[src/rtl/rxFlowPkg.sv]
package rxFlowPkg;

  typedef struct packed {
    logic geTrip;   // fill at or above the level that asserts RTS
    logic ltFree;   // fill below the level that releases RTS
    logic geTrig;   // fill at or above the selected interrupt level
  } fillFlags_t;

  // Trigger level for select index idx, derived from the FIFO depth.
  function automatic int trigLevel(input int depth, input int idx);
    case (idx)
      0:       return depth / 8;
      1:       return depth / 4;
      2:       return depth - depth / 8;
      default: return depth - depth / 16;
    endcase
  endfunction

endpackage

[src/rtl/rxFlowDatapath.sv]
module rxFlowDatapath
  import rxFlowPkg::*;
#(
  parameter int DEPTH = 64,
  parameter int CNT_W = $clog2(DEPTH + 1)
) (
  input  logic [CNT_W-1:0] fifoCount,
  input  logic [1:0]       trigSel,
  output fillFlags_t       flags
);

  localparam int NUM_LVL = 4;

  logic [NUM_LVL-1:0] atOrAbove;
  logic [1:0]         tripIdx;
  logic [1:0]         freeIdx;

  // One comparator per selectable level.
  for (genvar i = 0; i < NUM_LVL; i++) begin : g_lvl
    localparam logic [CNT_W-1:0] LVL = CNT_W'(trigLevel(DEPTH, i));
    assign atOrAbove[i] = (fifoCount >= LVL);
  end

  // Neighbouring levels clamp at the ends of the list.
  always_comb begin
    tripIdx = (trigSel == 2'd3) ? 2'd3 : trigSel + 2'd1;
    freeIdx = (trigSel == 2'd0) ? 2'd0 : trigSel - 2'd1;
  end

  always_comb begin
    flags.geTrip = atOrAbove[tripIdx];
    flags.ltFree = ~atOrAbove[freeIdx];
    flags.geTrig = atOrAbove[trigSel];
  end

endmodule

[src/rtl/rxFlowControl.sv]
module rxFlowControl
  import rxFlowPkg::*;
(
  input  logic       clk,
  input  logic       rstN,
  input  logic       autoRtsEn,
  input  logic       autoCtsEn,
  input  logic       swRts,
  input  logic       ctsIn,
  input  fillFlags_t flags,
  output logic       rtsOut,
  output logic       rxTrigIrq,
  output logic       txStartOk
);

  logic holdQ;
  logic holdNext;
  logic rtsQ;
  logic irqQ;

  always_comb begin
    if (flags.geTrip)      holdNext = 1'b1;
    else if (flags.ltFree) holdNext = 1'b0;
    else                   holdNext = holdQ;
  end

  always_ff @(posedge clk or negedge rstN) begin
    if (!rstN) begin
      holdQ <= 1'b0;
      rtsQ  <= 1'b0;
      irqQ  <= 1'b0;
    end else begin
      irqQ <= flags.geTrig;
      if (autoRtsEn) begin
        holdQ <= holdNext;
        rtsQ  <= holdNext;
      end else begin
        holdQ <= 1'b0;
        rtsQ  <= swRts;
      end
    end
  end

  assign rtsOut    = rtsQ;
  assign rxTrigIrq = irqQ;
  assign txStartOk = ~(autoCtsEn & ctsIn);

  // reaching the trip level asserts RTS on the next cycle
  p_rts_trip_r3: assert property (@(posedge clk) disable iff (!rstN)
    (autoRtsEn && flags.geTrip) |=> rtsOut);

  // draining below the release level clears RTS on the next cycle
  p_rts_free_r4: assert property (@(posedge clk) disable iff (!rstN)
    (autoRtsEn && flags.ltFree) |=> !rtsOut);

  // inside the band RTS holds its value
  p_rts_band_r5: assert property (@(posedge clk) disable iff (!rstN)
    (autoRtsEn && $past(autoRtsEn) && !flags.geTrip && !flags.ltFree)
      |=> $stable(rtsOut));

  // manual mode repeats the software bit one cycle later
  p_rts_manual_r6: assert property (@(posedge clk) disable iff (!rstN)
    !autoRtsEn |=> (rtsOut == $past(swRts)));

  // interrupt follows the selected level one cycle later
  p_irq_level_r8: assert property (@(posedge clk) disable iff (!rstN)
    1'b1 |=> (rxTrigIrq == $past(flags.geTrig)));

  // CTS high under automatic gating blocks new characters
  p_cts_block_r9: assert property (@(posedge clk) disable iff (!rstN)
    (autoCtsEn && ctsIn) |-> !txStartOk);

endmodule

[src/rtl/rxFlowGuard.sv]
module rxFlowGuard
  import rxFlowPkg::*;
#(
  parameter int DEPTH = 64,
  parameter int CNT_W = $clog2(DEPTH + 1)
) (
  input  logic             clk,
  input  logic             rstN,
  input  logic             autoRtsEn,
  input  logic             autoCtsEn,
  input  logic [1:0]       trigSel,
  input  logic [CNT_W-1:0] fifoCount,
  input  logic             swRts,
  input  logic             ctsIn,
  output logic             rtsOut,
  output logic             rxTrigIrq,
  output logic             txStartOk
);

  fillFlags_t flags;

  rxFlowDatapath #(.DEPTH(DEPTH), .CNT_W(CNT_W)) uDatapath (
    .fifoCount (fifoCount),
    .trigSel   (trigSel),
    .flags     (flags)
  );

  rxFlowControl uControl (
    .clk       (clk),
    .rstN      (rstN),
    .autoRtsEn (autoRtsEn),
    .autoCtsEn (autoCtsEn),
    .swRts     (swRts),
    .ctsIn     (ctsIn),
    .flags     (flags),
    .rtsOut    (rtsOut),
    .rxTrigIrq (rxTrigIrq),
    .txStartOk (txStartOk)
  );

  // outputs stay low while reset is applied
  p_reset_quiet_r1: assert property (@(posedge clk)
    !rstN |-> (!rtsOut && !rxTrigIrq));

endmodule

[config.mk]
export PLATFORM = sky130hd
export DESIGN_NAME = rxFlowGuard
export DESIGN_NICKNAME = d
export VERILOG_FILES = /design/src/rtl/rxFlowPkg.sv /design/src/rtl/rxFlowDatapath.sv /design/src/rtl/rxFlowControl.sv /design/src/rtl/rxFlowGuard.sv
export SDC_FILE = /design/constraint.sdc
export NUM_CORES = 1
export LEC_CHECK = 0
export BUFFER_PORTS_ARGS = -buffer_cell sky130_fd_sc_hd__buf_2
export CORE_AREA = 2 2 39 41
export DETAILED_ROUTE_END_ITERATION = 8
export DIE_AREA = 0 0 41 43
export PLACE_DENSITY = 0.46
export SYNTH_ARGS = -nofsm -noshare
export SYNTH_HDL_FRONTEND = slang
export SYNTH_SLANG_ARGS = --single-unit
[constraint.sdc]
create_clock -name clk -period 1.2 [get_ports clk]
set_clock_uncertainty 0.1 [all_clocks]
set_input_delay 0.06 -clock clk [delete_from_list [all_inputs] [get_ports clk]]
set_output_delay 0.06 -clock clk [all_outputs]
set_load 0.05 [all_outputs]
[Word-level counts from Yosys, hierarchy flattened]
Index checks and enable logic that the tools add are counted.
Storage, ports and cells
  register bits: 3
  input port bits: 15
  output and inout bits: 3
  logic and storage cells: 28
Cells by class
  add/subtract/negate cells: 2
  order comparisons: 7
  equality and inequality tests: 1
  muxes and demuxes: 12
  bitwise operators: 2
  reduce and logical (&&, ||, !) cells: 1
Operators with widths (number)
  >= comparator 7 x 6 -> 1 bit (second input constant): 2
  less-than comparator 2 x 3 -> 1 bit (second input constant): 3
  >= comparator 7 x 4 -> 1 bit (second input constant): 1
  >= comparator 7 x 5 -> 1 bit (second input constant): 1
  two-way mux 1 bit: 7
  binary-select mux 1 bit (select 2 bit): 3
  two-way mux 2 bit: 2
  adder 2 x 1 -> 2 bit (second input constant): 1
  == test 2 bit (second input constant): 1
  logical NOT 2 bit: 1
  subtractor 2 x 1 -> 2 bit (second input constant): 1
  bitwise AND 1 bit: 1
  NOT 1 bit: 1

[Depth between registers and ports, before layout]
Gate-level depths: netlist of run 1.
  depth after elaboration: 7
  mapped depth: 4
  depth with buffers taken out: 4

[Modules after synthesis]
From an unflattened synthesis of run 1, not the netlist that was laid out.
Unflattened totals
  cells, all modules: 24
  area total of the unflattened synthesis: 210.2 µm²
By module, submodules not included
  rxFlowControl: instances 1, cells an instance 9, area each 113.9 µm², sequential area each 75.1 µm²
  rxFlowDatapath: instances 1, cells an instance 15, area each 96.3 µm², sequential area each 0.0 µm²

[Worst setup path before layout of run 1]
No wires, ideal clock.
  kind: input -> register
  start: in trigSel[1]
  end: reg uControl.rtsQ, in the netlist uControl.rtsOut
  library setup time: 0.129 ns
  arrival time: 0.928 ns
  data required time: 0.971 ns
  setup slack: 0.044 ns
  stages: 4
  buffers on the path: 0
  cell sequence: mux2_1 > a41o_1 > a311oi_2 > a21oi_1
On the way
  word-level cells in the longest chain between the ends: 7
  elaborated cells on any way between the ends: 13
  classes of those cells: 2 x add/sub; 1 x eq/ne; 9 x mux; 1 x reduce/logical
RTL lines
  start: declaration: RTL line rxFlowGuard.sv:11  | input logic [1:0] trigSel,
  subtractor 2 x 1 -> 2 bit or logical NOT 2 bit (tied branches): RTL line rxFlowDatapath.sv:27  | freeIdx = (trigSel == 2'd0) ? 2'd0 : trigSel - 2'd1;
  two-way mux 2 bit: RTL line rxFlowDatapath.sv:27
  binary-select mux 1 bit (select 2 bit): RTL line rxFlowDatapath.sv:32  | flags.ltFree = ~atOrAbove[freeIdx];
  two-way mux 1 bit (not written as such): RTL line rxFlowDatapath.sv:32
  two-way mux 1 bit: RTL line rxFlowControl.sv:23  | else if (flags.ltFree) holdNext = 1'b0;
  two-way mux 1 bit *: RTL line rxFlowControl.sv:22  | if (flags.geTrip) holdNext = 1'b1;
  two-way mux 1 bit *: RTL line rxFlowControl.sv:34  | if (autoRtsEn) begin
  end signal: assignment: RTL line rxFlowControl.sv:36  | rtsQ <= holdNext;
  end signal: assignment: RTL line rxFlowControl.sv:39  | rtsQ <= swRts;
  end: declaration: RTL line rxFlowControl.sv:18  | logic rtsQ;
Mark *: on every way between the ends. The rest lies on a longest branch, timed or not. The select of a mux whose other input is x is not followed.

[Worst setup path after layout of run 1]
  start: reg uControl.holdQ
  end: reg uControl.rtsQ, in the netlist uControl.rtsOut
On the way
  word-level cells in the longest chain between the ends: 3
RTL lines
  start: declaration: RTL line rxFlowControl.sv:16  | logic holdQ;
  start signal: assignment: RTL line rxFlowControl.sv:35  | holdQ <= holdNext;
  two-way mux 1 bit: RTL line rxFlowControl.sv:23
  two-way mux 1 bit: RTL line rxFlowControl.sv:22
  two-way mux 1 bit: RTL line rxFlowControl.sv:34
Every way passes these cells.

==> results by group, run 1 <==
Detailed routing
  – DRC errors left: 0
  – TritonRoute pass-1 iters: 4
  – Post-DR vias/cell: slightly above 4
  – Iter 0 DRT Violations: 4
  – Vias: 266
  – Avg WL per Cell: about 8.6 um
  – Post-route ant nets: 0
  – Final WL: between 500 and 600 um

Finish
  – Area Overhead vs Synth: 98.73%
  – # diodes: 0
  – Area of the multi-input gates: about 120 sq um
  – Nets: 66
  – Sequential Area: ~75 sq um
  – Fill cell count: roughly 150
  – Ratio of cells with drive above 1 in the final layout: between 40 and 50%

Floorplan
  – Die Ht: between 40 and 50 um
  – Die area: ~1800 sq um
  – Initial Util: about 14%
  – IO Pins: 18
  – Core area: between 1000 and 1500 sq um
  – Row cnt: 14
  – Width of the die: between 40 and 50 um

Power
  – Internal power: 0.2868 mW
  – Clock Power Share: ~44%
  – Combinational power share: 28.1%
  – Maximum VDD drop: around 0.42 mV
  – Total power: 0.4049 mW
  – Switch share: about 29%
  – Sequential share of power: ~28%
  – P_sw: 0.1182 mW
  – Cell Pwr Density: between 1000 and 1500 nW/um^2
  – LEAKAGE: 0.1872 nW

Synth
  – Top-area cell type share of the netlist area: roughly two fifths
  – Synth area leaders: dfrtp_1, nor2_1, o21ai_0
  – Synthesized area: 196.4 sq um
  – Post-synth top area cell: dfrtp_1
  – Syn Area/Cell: approximately 8.5 sq um
  – Sequential fraction of the synthesis area: a little under two fifths
  – Number of synthesis warnings: 0
  – Flops & latches, synth: 3
  – Cells after Synth: 23
  – Syn nets: 38
  – Distinct cells, synth: 13

Clock tree
  – Post-CTS Setup Repair Bufs: 0
  – CTS H-Tree Depth: 1
  – CTS tree: yes
  – Clk_lat worst skew: between 0.2 and 0.25 ns
  – Clock sink total: 3
  – Root buffer cell: clkbuf_4
  – Inserted Clock Buffers: 3
  – Clk pin slew, worst setup/hold paths: around 0.04 ns
  – Max clock buf depth: 2

Worst setup path
  – Critical path peak fanout: 2
  – Worst Path Arrival: around 1.1 ns
  – Startpoint Class: register
  – CP Capture Type: register
  – Critical path type: register to register
  – WP data required: 1.21 ns

Global route
  – Vias in the first global route: 258
  – GRT Total Usage: roughly 7.7%
  – Initial antenna violation count: 0
  – First-pass GRT wire length: 897 um
  – Overflow after GRT: 0
  – Largest net degree at the start of global routing: 6

Placed design
  – Post-DP HPWL: slightly above 400 um
  – Port Buffer Count: 15
  – Gpl congestion: about 0.68

Min path
  – Worst hold path type: input port to async pin

STA
  – Max-slew headroom: ~83%
  – Fmax: a little over 900 MHz
  – Slew @ Worst Pin: about 0.25 ns
  – Setup TNS: 0 ns
  – Period minus WS final: approximately 1.1 ns
  – Hold Vio Cnt, Final: 0
  – Final Cycle Share: around nine tenths
  – Hold slack: 0.05019 ns
  – Max Slew Vio Count: 0
  – RSZ-0062 raised after global routing: no
  – Finish-stage setup viols: 0

Status
  – Outcome: finished clean

Flow run
  – Max cap viols: 0
==> power by group through the flow <==
stage               clock (mW)  combinational, mW  sequential, mW
finish                   0.178              0.114           0.113
floorplan                    0             0.0341           0.133
global route             0.199              0.123           0.114
CTS                      0.191              0.114           0.113
detailed placement           0              0.101           0.114
global placement             0              0.102           0.114
==> sequential cells by signal (all words and copies together), names as in the netlist <==
register,flops
uControl.holdQ,1
uControl.rtsOut,1
uControl.rxTrigIrq,1
==> worst max-delay path, stage by stage (launching register included) <==
cell and delay (ns):
dfrtp_1 0.38, nor2b_1 0.11, nor3_1 0.06, a311oi_2 0.22
a21oi_1 0.10
==> cell families after synthesis <==
kind of cell	Yosys count	share of synthesized area, %
flip-flops	3	38.22
multiplexers	1	5.732
buffers and inverters	1	1.909
AND/OR/NAND/NOR	9	20.38
AO/OA/AOI/OAI	9	33.76
==> cells in the final DEF, fill, tap and decap left out <==
cell type,n
a21oi_1,2
inv_1,1
o211ai_1,1
dlygate4sd3_1,5
o21ai_0,3
a41o_1,1
dfrtp_1,3
a311oi_2,1
mux2_1,1
nor2_1,5
clkbuf_4,3
nand2_1,1
a211o_1,1
nor3_1,1
clkbuf_1,1
buf_4,3
buf_2,15
nor2b_1,2
==> layout make-up <==
type                    instances  share of cell area [%]
flip-flops and latches          3                   19.23
well taps                      16                   5.128
repair buffers                 23                   37.82
clock buffers                   4                   6.731
multi-input cells              19                   30.13
inverters                       1                  0.9615
==> synth_stat cells (all sizes together) <==
cell and count:
o211ai 1, a311oi 1, nor2b 2, a211o 1
nor2 5, inv 1, nand2 1, nor3 1
a21oi 2, mux2 1, a41o 1, o21ai 3
dfrtp 3
==> worst paths after layout <==
| check | from | end | slack [ns] | depth (start not counted) |
|---|---|---|---|---|
| min in group clk | fifoCount[5] | uControl.rxTrigIrq$_DFF_PN0_ | 0.13 | 4 |
| max reg2reg | uControl.holdQ$_DFF_PN0_ | uControl.rtsOut$_DFF_PN0_ | 0.11 | 4 |
| max | uControl.holdQ$_DFF_PN0_ | uControl.rtsOut$_DFF_PN0_ | 0.11 | 4 |
| max in group asynchronous | rstN | uControl.holdQ$_DFF_PN0_ | 0.84 | 2 |
| min | rstN | uControl.rtsOut$_DFF_PN0_ | 0.05 | 2 |
| min reg2reg | uControl.holdQ$_DFF_PN0_ | uControl.holdQ$_DFF_PN0_ | 0.49 | 2 |
==> repair_timing <==
action,CTS,global route
endpoints found under the hold margin,6,0
gates resized for setup,0,0
hold buffers,5,0
==> through the flow <==
| step | setup slack, ns | instances | util, % | cell area [sq um] |
|---|---|---|---|---|
| floorplan | 0.04392 | 23 | - | 196.4 |
| global placement | -0.1235 | 57 | 22.69 | 314.1 |
| detailed placement | -0.1294 | 57 | 22.69 | 314.1 |
| CTS | 0.09503 | 66 | 28.21 | 390.4 |
| global route | 0.01360 | 66 | 28.21 | 390.4 |
| finish | 0.1127 | 66 | 28.21 | 390.4 |
==> metal layers <==
metal / track usage (%) / vias to the layer above / wire [um]
li1: - / 138 / -
met1: 9.740 / 114 / 260
met2: 10.63 / 14 / 244
met3: 3.141 / 0 / 60
met4: 4.000 / 0 / 0
met5: 0 / - / 0
Power figures use the tool's default switching activity.
==> run 2: changes to the inputs <==
CORE_AREA = 8 8 45 47   (was 2 2 39 41)
DIE_AREA = 0 0 53 55   (was 0 0 41 43)
clock period = 1.1 ns   (was 1.2 ns; I/O delays follow)
==> run 2 against run 1 <==
Compared with the run above: the flow now finishes with violations (setup timing); largest power group unchanged; routed wire length increased by 29%; critical path type unchanged; setup slack got worse by 0.16 ns; sequential cell count unchanged; first-iteration DRC count increased by 130%; final area increased by 1.9%.
==> results by group, run 2 (synthesized netlist as in run 1, its figures left out) <==
Min path
  – Worst hold path type: input port to async pin

Worst setup path
  – Worst Path Arrival: 1.15 ns (+0.05 ns)
  – Critical path peak fanout: 2 (unchanged)
  – CP cell instances: nor2b_2 > nor3_2 > a311oi_2 > a21oi_1
  – CP max-delay cell: dfrtp_1
  – WP data required: 1.11 ns (-0.10 ns)
  – CP Capture Type: register
  – Worst path max stage delay: 0.37 ns (about the same)
  – Critical path type: register to register
  – Startpoint Class: register

Finish
  – Nets: 66 (unchanged)
  – Area Overhead vs Synth: 102.5%
  – Most common cell after layout, fill and taps aside: buf_2
  – Most frequent cells in the layout: buf_2, nor2_1, dlygate4sd3_1
  – Fill cell count: 158 (+4.6%)
  – # diodes: 0 (unchanged)
  – Ratio of cells with drive above 1 in the final layout: 48.00% (+4.0 points)
  – Util after Layout: 28.75% (+0.54 points)

Power
  – Internal power: 0.3156 mW (+10%)
  – Maximum VDD drop: 0.5674 mV (+36%)
  – Switch share: 29.39% (+0.21 points)
  – P_sw: 0.1313 mW (+11%)
  – LEAKAGE: 0.1894 nW (+1.2%)
  – Cell Pwr Density: 1123 nW/um^2 (+8.3%)
  – Total power: 0.4469 mW (+10%)
  – Sequential share of power: 27.6% (-0.3 points)
  – Combinational power share: 29.5% (+1.4 points)
  – Clock Power Share: 43.0% (-1.0 points)

STA
  – RSZ-0062 raised after global routing: yes
  – Final Cycle Share: 104.0% (+13 points)
  – Max-slew headroom: 81.79% (-1.7 points)
  – Hold Vio Cnt, Final: 0 (unchanged)
  – Slew @ Worst Pin: 0.2731 ns (+0.02336 ns)
  – Fmax: 874.2 MHz (-4.9%)
  – Period minus WS final: 1.144 ns (+0.05660 ns)
  – Worst Setup Slack, final: -0.04394 ns (-0.1566 ns)
  – Max Slew Vio Count: 0 (unchanged)
  – Finish-stage setup viols: 2 (+2)

Detailed routing
  – Avg WL per Cell: 11.02 um (+29%)
  – Iter 0 DRT Violations: 9 (+5)
  – TritonRoute pass-1 iters: 4 (unchanged)
  – Post-route ant nets: 0 (unchanged)
  – Vias: 263 (-1.1%)
  – DRC errors left: 0 (unchanged)
  – Post-DR vias/cell: 3.985 (-1.1%)
  – Final WL: 727 um (+29%)

Floorplan
  – Die Ht: 55 um (+28%)
  – IO Pins: 18 (unchanged)
  – Core area: 1384 sq um (unchanged)
  – Die area: 2915 sq um (+65%)
  – Initial Util: 14.20% (unchanged)
  – Width of the die: 53 um (+29%)
  – Row cnt: 14 (unchanged)

Flow run
  – Max cap viols: 0 (unchanged)

Clock tree
  – Clk_lat worst skew: 0.23 ns (about the same)
  – Inserted Clock Buffers: 3 (unchanged)
  – Root buffer cell: clkbuf_4
  – CTS tree: yes
  – Max clock buf depth: 2 (unchanged)
  – Clock sink total: 3 (unchanged)
  – Clk pin slew, worst setup/hold paths: 0.04 ns (about the same)
  – CTS H-Tree Depth: 1 (unchanged)

Global route
  – Largest net degree at the start of global routing: 6 (unchanged)
  – Initial antenna violation count: 0 (unchanged)
  – Vias in the first global route: 276 (+7.0%)
  – Overflow after GRT: 0 (unchanged)
  – First-pass GRT wire length: 1.124 mm (+25%)
  – GRT Total Usage: 5.631% (-2.0 points)

Placed design
  – Gpl congestion: 0.7485 (+10%)
  – Port Buffer Count: 15 (unchanged)
  – Setup Slack @ Placement: -0.2008 ns (-0.07146 ns)

Status
  – Outcome: complete, but fails checks
  – Failing checks: setup timing
-- run 2: cell counts in the layout (fill, tap and decap cells not counted) --
No cell type changed its count.
-- run 2: layout make-up --
cell class / count / area (sq um) / share of cell area, %
sequential: 3 / 75.07 / 18.87
inverter: 1 / 3.754 / 0.9434
tap: 16 / 20.02 / 5.031
timing repair buffer: 23 / 147.6 / 37.11
clock buffer: 4 / 26.28 / 6.604
multi-input combinational: 19 / 125.1 / 31.45
-- run 2: final timing paths --
path	depth (start not counted)	start	slack, ns	to
max in group asynchronous	2	rstN	0.75	uControl.rxTrigIrq$_DFF_PN0_
worst max-delay path	4	uControl.holdQ$_DFF_PN0_	-0.04	uControl.rtsOut$_DFF_PN0_
worst min-delay path	2	rstN	0.04	uControl.rtsOut$_DFF_PN0_
min in group clk	4	fifoCount[2]	0.14	uControl.rxTrigIrq$_DFF_PN0_
worst min register to register	3	uControl.holdQ$_DFF_PN0_	0.60	uControl.holdQ$_DFF_PN0_
worst max register to register	4	uControl.holdQ$_DFF_PN0_	-0.04	uControl.rtsOut$_DFF_PN0_
-- run 2: critical path: cells and delay by family (launching register included) --
family           cells  cell delay [ns]
AO/OA/AOI/OAI        2             0.36
flip-flops           1             0.37
AND/OR/NAND/NOR      2             0.19
-- run 2: layer usage --
layer / wire (um) / global-route usage, % / vias up
li1: - / - / 139
met1: 301 / 5.023 / 114
met2: 348 / 8.203 / 10
met3: 78 / 3.476 / 0
met4: 0 / 6.466 / 0
met5: 0 / 0 / -
-- run 2: per-stage QoR --
stage,hold WS (ns),setup TNS [ns],std cells,instance area [sq um]
detailed placement,-0.2466,-0.3727,57,314.1
floorplan,-0.3406,0,23,196.4
CTS,0.03557,-0.02004,66,390.4
global route,0.03369,-0.2310,66,397.9
finish,0.04215,-0.06286,66,397.9
global placement,-0.2458,-0.3307,57,314.1
-- run 2: power groups by stage --
stage          registers [mW]  clock network, mW  logic, mW
2_1_floorplan           0.145                  0     0.0370
5_1_grt                 0.124              0.217      0.143
6_report                0.123              0.192      0.132
3_3_place_gp            0.124                  0      0.114
4_1_cts                 0.123              0.202      0.128
3_5_place_dp            0.124                  0      0.114
-- run 2: what timing repair did --
action                     in CTS  in global routing
setup buffers                   0                  0
resized for setup               0                  2
hold endpoints to repair        6                  0
pin swaps                       2                  0
setup endpoints to repair       2                  2
hold buffers                    5                  0
==> run 3: changes to the inputs <==
CTS_BUF_LIST = sky130_fd_sc_hd__clkbuf_8   (was not set)
==> run 3 against run 2 <==
Compared with the run above: the run still ends with setup timing left; global-route usage is 0.27 points lower; core utilization is 0.63 points higher; final area is 2.2% higher; power rose by 25%; register-to-register slack barely moved; fmax grew 0.26%; highest routed layer unchanged.
==> results by group, run 3 (synthesized netlist as in run 1, its figures left out) <==
Worst setup path
  – CP Capture Type: register
  – Worst path max stage delay: 0.37 ns (about the same)
  – Worst Path Arrival: 1.13 ns (-0.02 ns)
  – CP max-delay cell: dfrtp_1
  – CP top delay family: flip-flops
  – Critical path type: register to register
  – Critical path peak fanout: 2 (unchanged)
  – Flop-to-flop setup slack: -0.04 ns (about the same)
  – Startpoint Class: register
  – CP bufs+invs: 0 (unchanged)
  – WP data required: 1.09 ns (-0.02 ns)
  – CP cell instances: nor2b_2 > nor3_2 > a311oi_2 > a21oi_1

Status
  – Failing checks: setup timing
  – Outcome: complete, but fails checks

Clock tree
  – Root buffer cell: clkbuf_8
  – Clock sink total: 3 (unchanged)
  – Clk pin slew, worst setup/hold paths: 0.03 ns (about the same)
  – Max clock buf depth: 2 (unchanged)
  – Inserted Clock Buffers: 3 (unchanged)
  – CTS H-Tree Depth: 1 (unchanged)
  – Clk_lat worst skew: 0.21 ns (-0.02 ns)
  – CTS tree: yes

Finish
  – Fill cell count: 156 (-1.3%)
  – Util after Layout: 29.39% (+0.63 points)
  – # diodes: 0 (unchanged)
  – Most frequent cells in the layout: buf_2, nor2_1, dlygate4sd3_1
  – Ratio of cells with drive above 1 in the final layout: 48.98% (+0.98 points)
  – Area Overhead vs Synth: 107.0%
  – Most common cell after layout, fill and taps aside: buf_2
  – Nets: 65 (-1.5%)

Power
  – Maximum VDD drop: 0.7556 mV (+33%)
  – Internal power: 0.4148 mW (+31%)
  – Total power: 0.5580 mW (+25%)
  – Combinational power share: 22.9% (-6.6 points)
  – Cell Pwr Density: 1372 nW/um^2 (+22%)
  – Clock Power Share: 55.0% (+12 points)
  – P_sw: 0.1432 mW (+9.0%)
  – Switch share: 25.67% (-3.7 points)
  – LEAKAGE: 0.1971 nW (+4.1%)
  – Sequential share of power: 22.1% (-5.5 points)

Flow run
  – Max cap viols: 0 (unchanged)

STA
  – Max-slew headroom: 82.00% (+0.20 points)
  – Finish-stage setup viols: 2 (unchanged)
  – Slew @ Worst Pin: 0.2700 ns (-0.003071 ns)
  – Period minus WS final: 1.141 ns (-0.002992 ns)
  – Hold Vio Cnt, Final: 0 (unchanged)
  – Fmax: 876.5 MHz (+0.26%)
  – RSZ-0062 raised after global routing: yes
  – Max Slew Vio Count: 0 (unchanged)
  – Final Cycle Share: 103.7% (-0.27 points)
  – Worst Setup Slack, final: -0.04095 ns (+0.002992 ns)
  – Hold slack: 0.01059 ns (-0.03156 ns)

Floorplan
  – IO Pins: 18 (unchanged)
  – Die Ht: 55 um (unchanged)
  – Initial Util: 14.20% (unchanged)
  – Row cnt: 14 (unchanged)
  – Width of the die: 53 um (unchanged)
  – Die area: 2915 sq um (unchanged)
  – Core area: 1384 sq um (unchanged)

Detailed routing
  – Final WL: 683 um (-6.1%)
  – Vias: 264 (+0.38%)
  – Iter 0 DRT Violations: 11 (+2)
  – TritonRoute pass-1 iters: 4 (unchanged)
  – DRC errors left: 0 (unchanged)
  – Post-DR vias/cell: 4.062 (+1.9%)
  – Post-route ant nets: 0 (unchanged)
  – Avg WL per Cell: 10.51 um (-4.6%)

Global route
  – Overflow after GRT: 0 (unchanged)
  – GRT met3 Usage: 3.476% (unchanged)
  – Routing usage on met1: 4.871% (-0.15 points)
  – Initial antenna violation count: 0 (unchanged)
  – Gr busiest metal: met2
  – First-pass GRT wire length: 1.076 mm (-4.3%)
  – Met2 Use GR: 7.422% (-0.78 points)
  – Largest net degree at the start of global routing: 6 (unchanged)
  – Vias in the first global route: 267 (-3.3%)
  – GRT Total Usage: 5.358% (-0.27 points)

Min path
  – Worst hold path type: input port to register

Placed design
  – Port Buffer Count: 15 (unchanged)
  – Gpl congestion: 0.7485 (unchanged)
run 3: cell types whose count changed in the layout (fill, tap and decap cells not counted):
cell / previous run / this run
dlygate4sd3_1: 5 / 4
clkbuf_1: 1 / 0
clkbuf_8: 0 / 3
clkbuf_4: 3 / 0
inv_1: 1 / 2
run 3: through the flow:
| stage | setup WS, ns | area, sq um | std cells | TNS [ns] |
|---|---|---|---|---|
| floorplan | 0.001555 | 196.4 | 23 | 0 |
| global placement | -0.1748 | 314.1 | 57 | -0.3307 |
| detailed placement | -0.2008 | 314.1 | 57 | -0.3727 |
| CTS | -0.01897 | 399.1 | 65 | -0.01897 |
| global route | -0.1373 | 406.6 | 65 | -0.2308 |
| finish | -0.04095 | 406.6 | 65 | -0.05714 |
run 3: cell type report:
| cell class | count | area [sq um] | area share (%) |
|---|---|---|---|
| repair buffers | 22 | 137.6 | 33.85 |
| multi-input cells | 19 | 125.1 | 30.77 |
| flip-flops and latches | 3 | 75.07 | 18.46 |
| clock buffers | 3 | 41.29 | 10.15 |
| well taps | 16 | 20.02 | 4.923 |
| clock inverters | 1 | 3.754 | 0.9231 |
| inverters | 1 | 3.754 | 0.9231 |
run 3: power groups by stage:
stage / Clock [mW] / Combinational, mW / Sequential, mW
after floorplan: 0 / 0.0370 / 0.145
after global placement: 0 / 0.114 / 0.124
after detailed placement: 0 / 0.114 / 0.124
after CTS: 0.317 / 0.125 / 0.123
after global routing: 0.336 / 0.139 / 0.124
final: 0.307 / 0.128 / 0.123
run 3: final timing paths:
path,start,endpoint,cells past startpoint
worst max-delay path,uControl.holdQ$_DFF_PN0_,uControl.rtsOut$_DFF_PN0_,4
min in group asynchronous,rstN,uControl.rtsOut$_DFF_PN0_,2
worst min register to register,uControl.holdQ$_DFF_PN0_,uControl.holdQ$_DFF_PN0_,3
worst max register to register,uControl.holdQ$_DFF_PN0_,uControl.rtsOut$_DFF_PN0_,4
max in group asynchronous,rstN,uControl.rxTrigIrq$_DFF_PN0_,2
worst min-delay path,fifoCount[3],uControl.rxTrigIrq$_DFF_PN0_,2
run 3: what timing repair did:
item,CTS,global route
hold buffers,4,0
gates resized for setup,0,2
buffers inserted,0,0
endpoints found under the hold margin,5,0
endpoints found under the setup margin,2,2
pin swaps,3,0
run 3: routing by layer:
layer	up-vias	routed length [um]
li1	136	-
met1	116	286
met2	12	309
met3	0	86
met4	0	0
met5	-	0
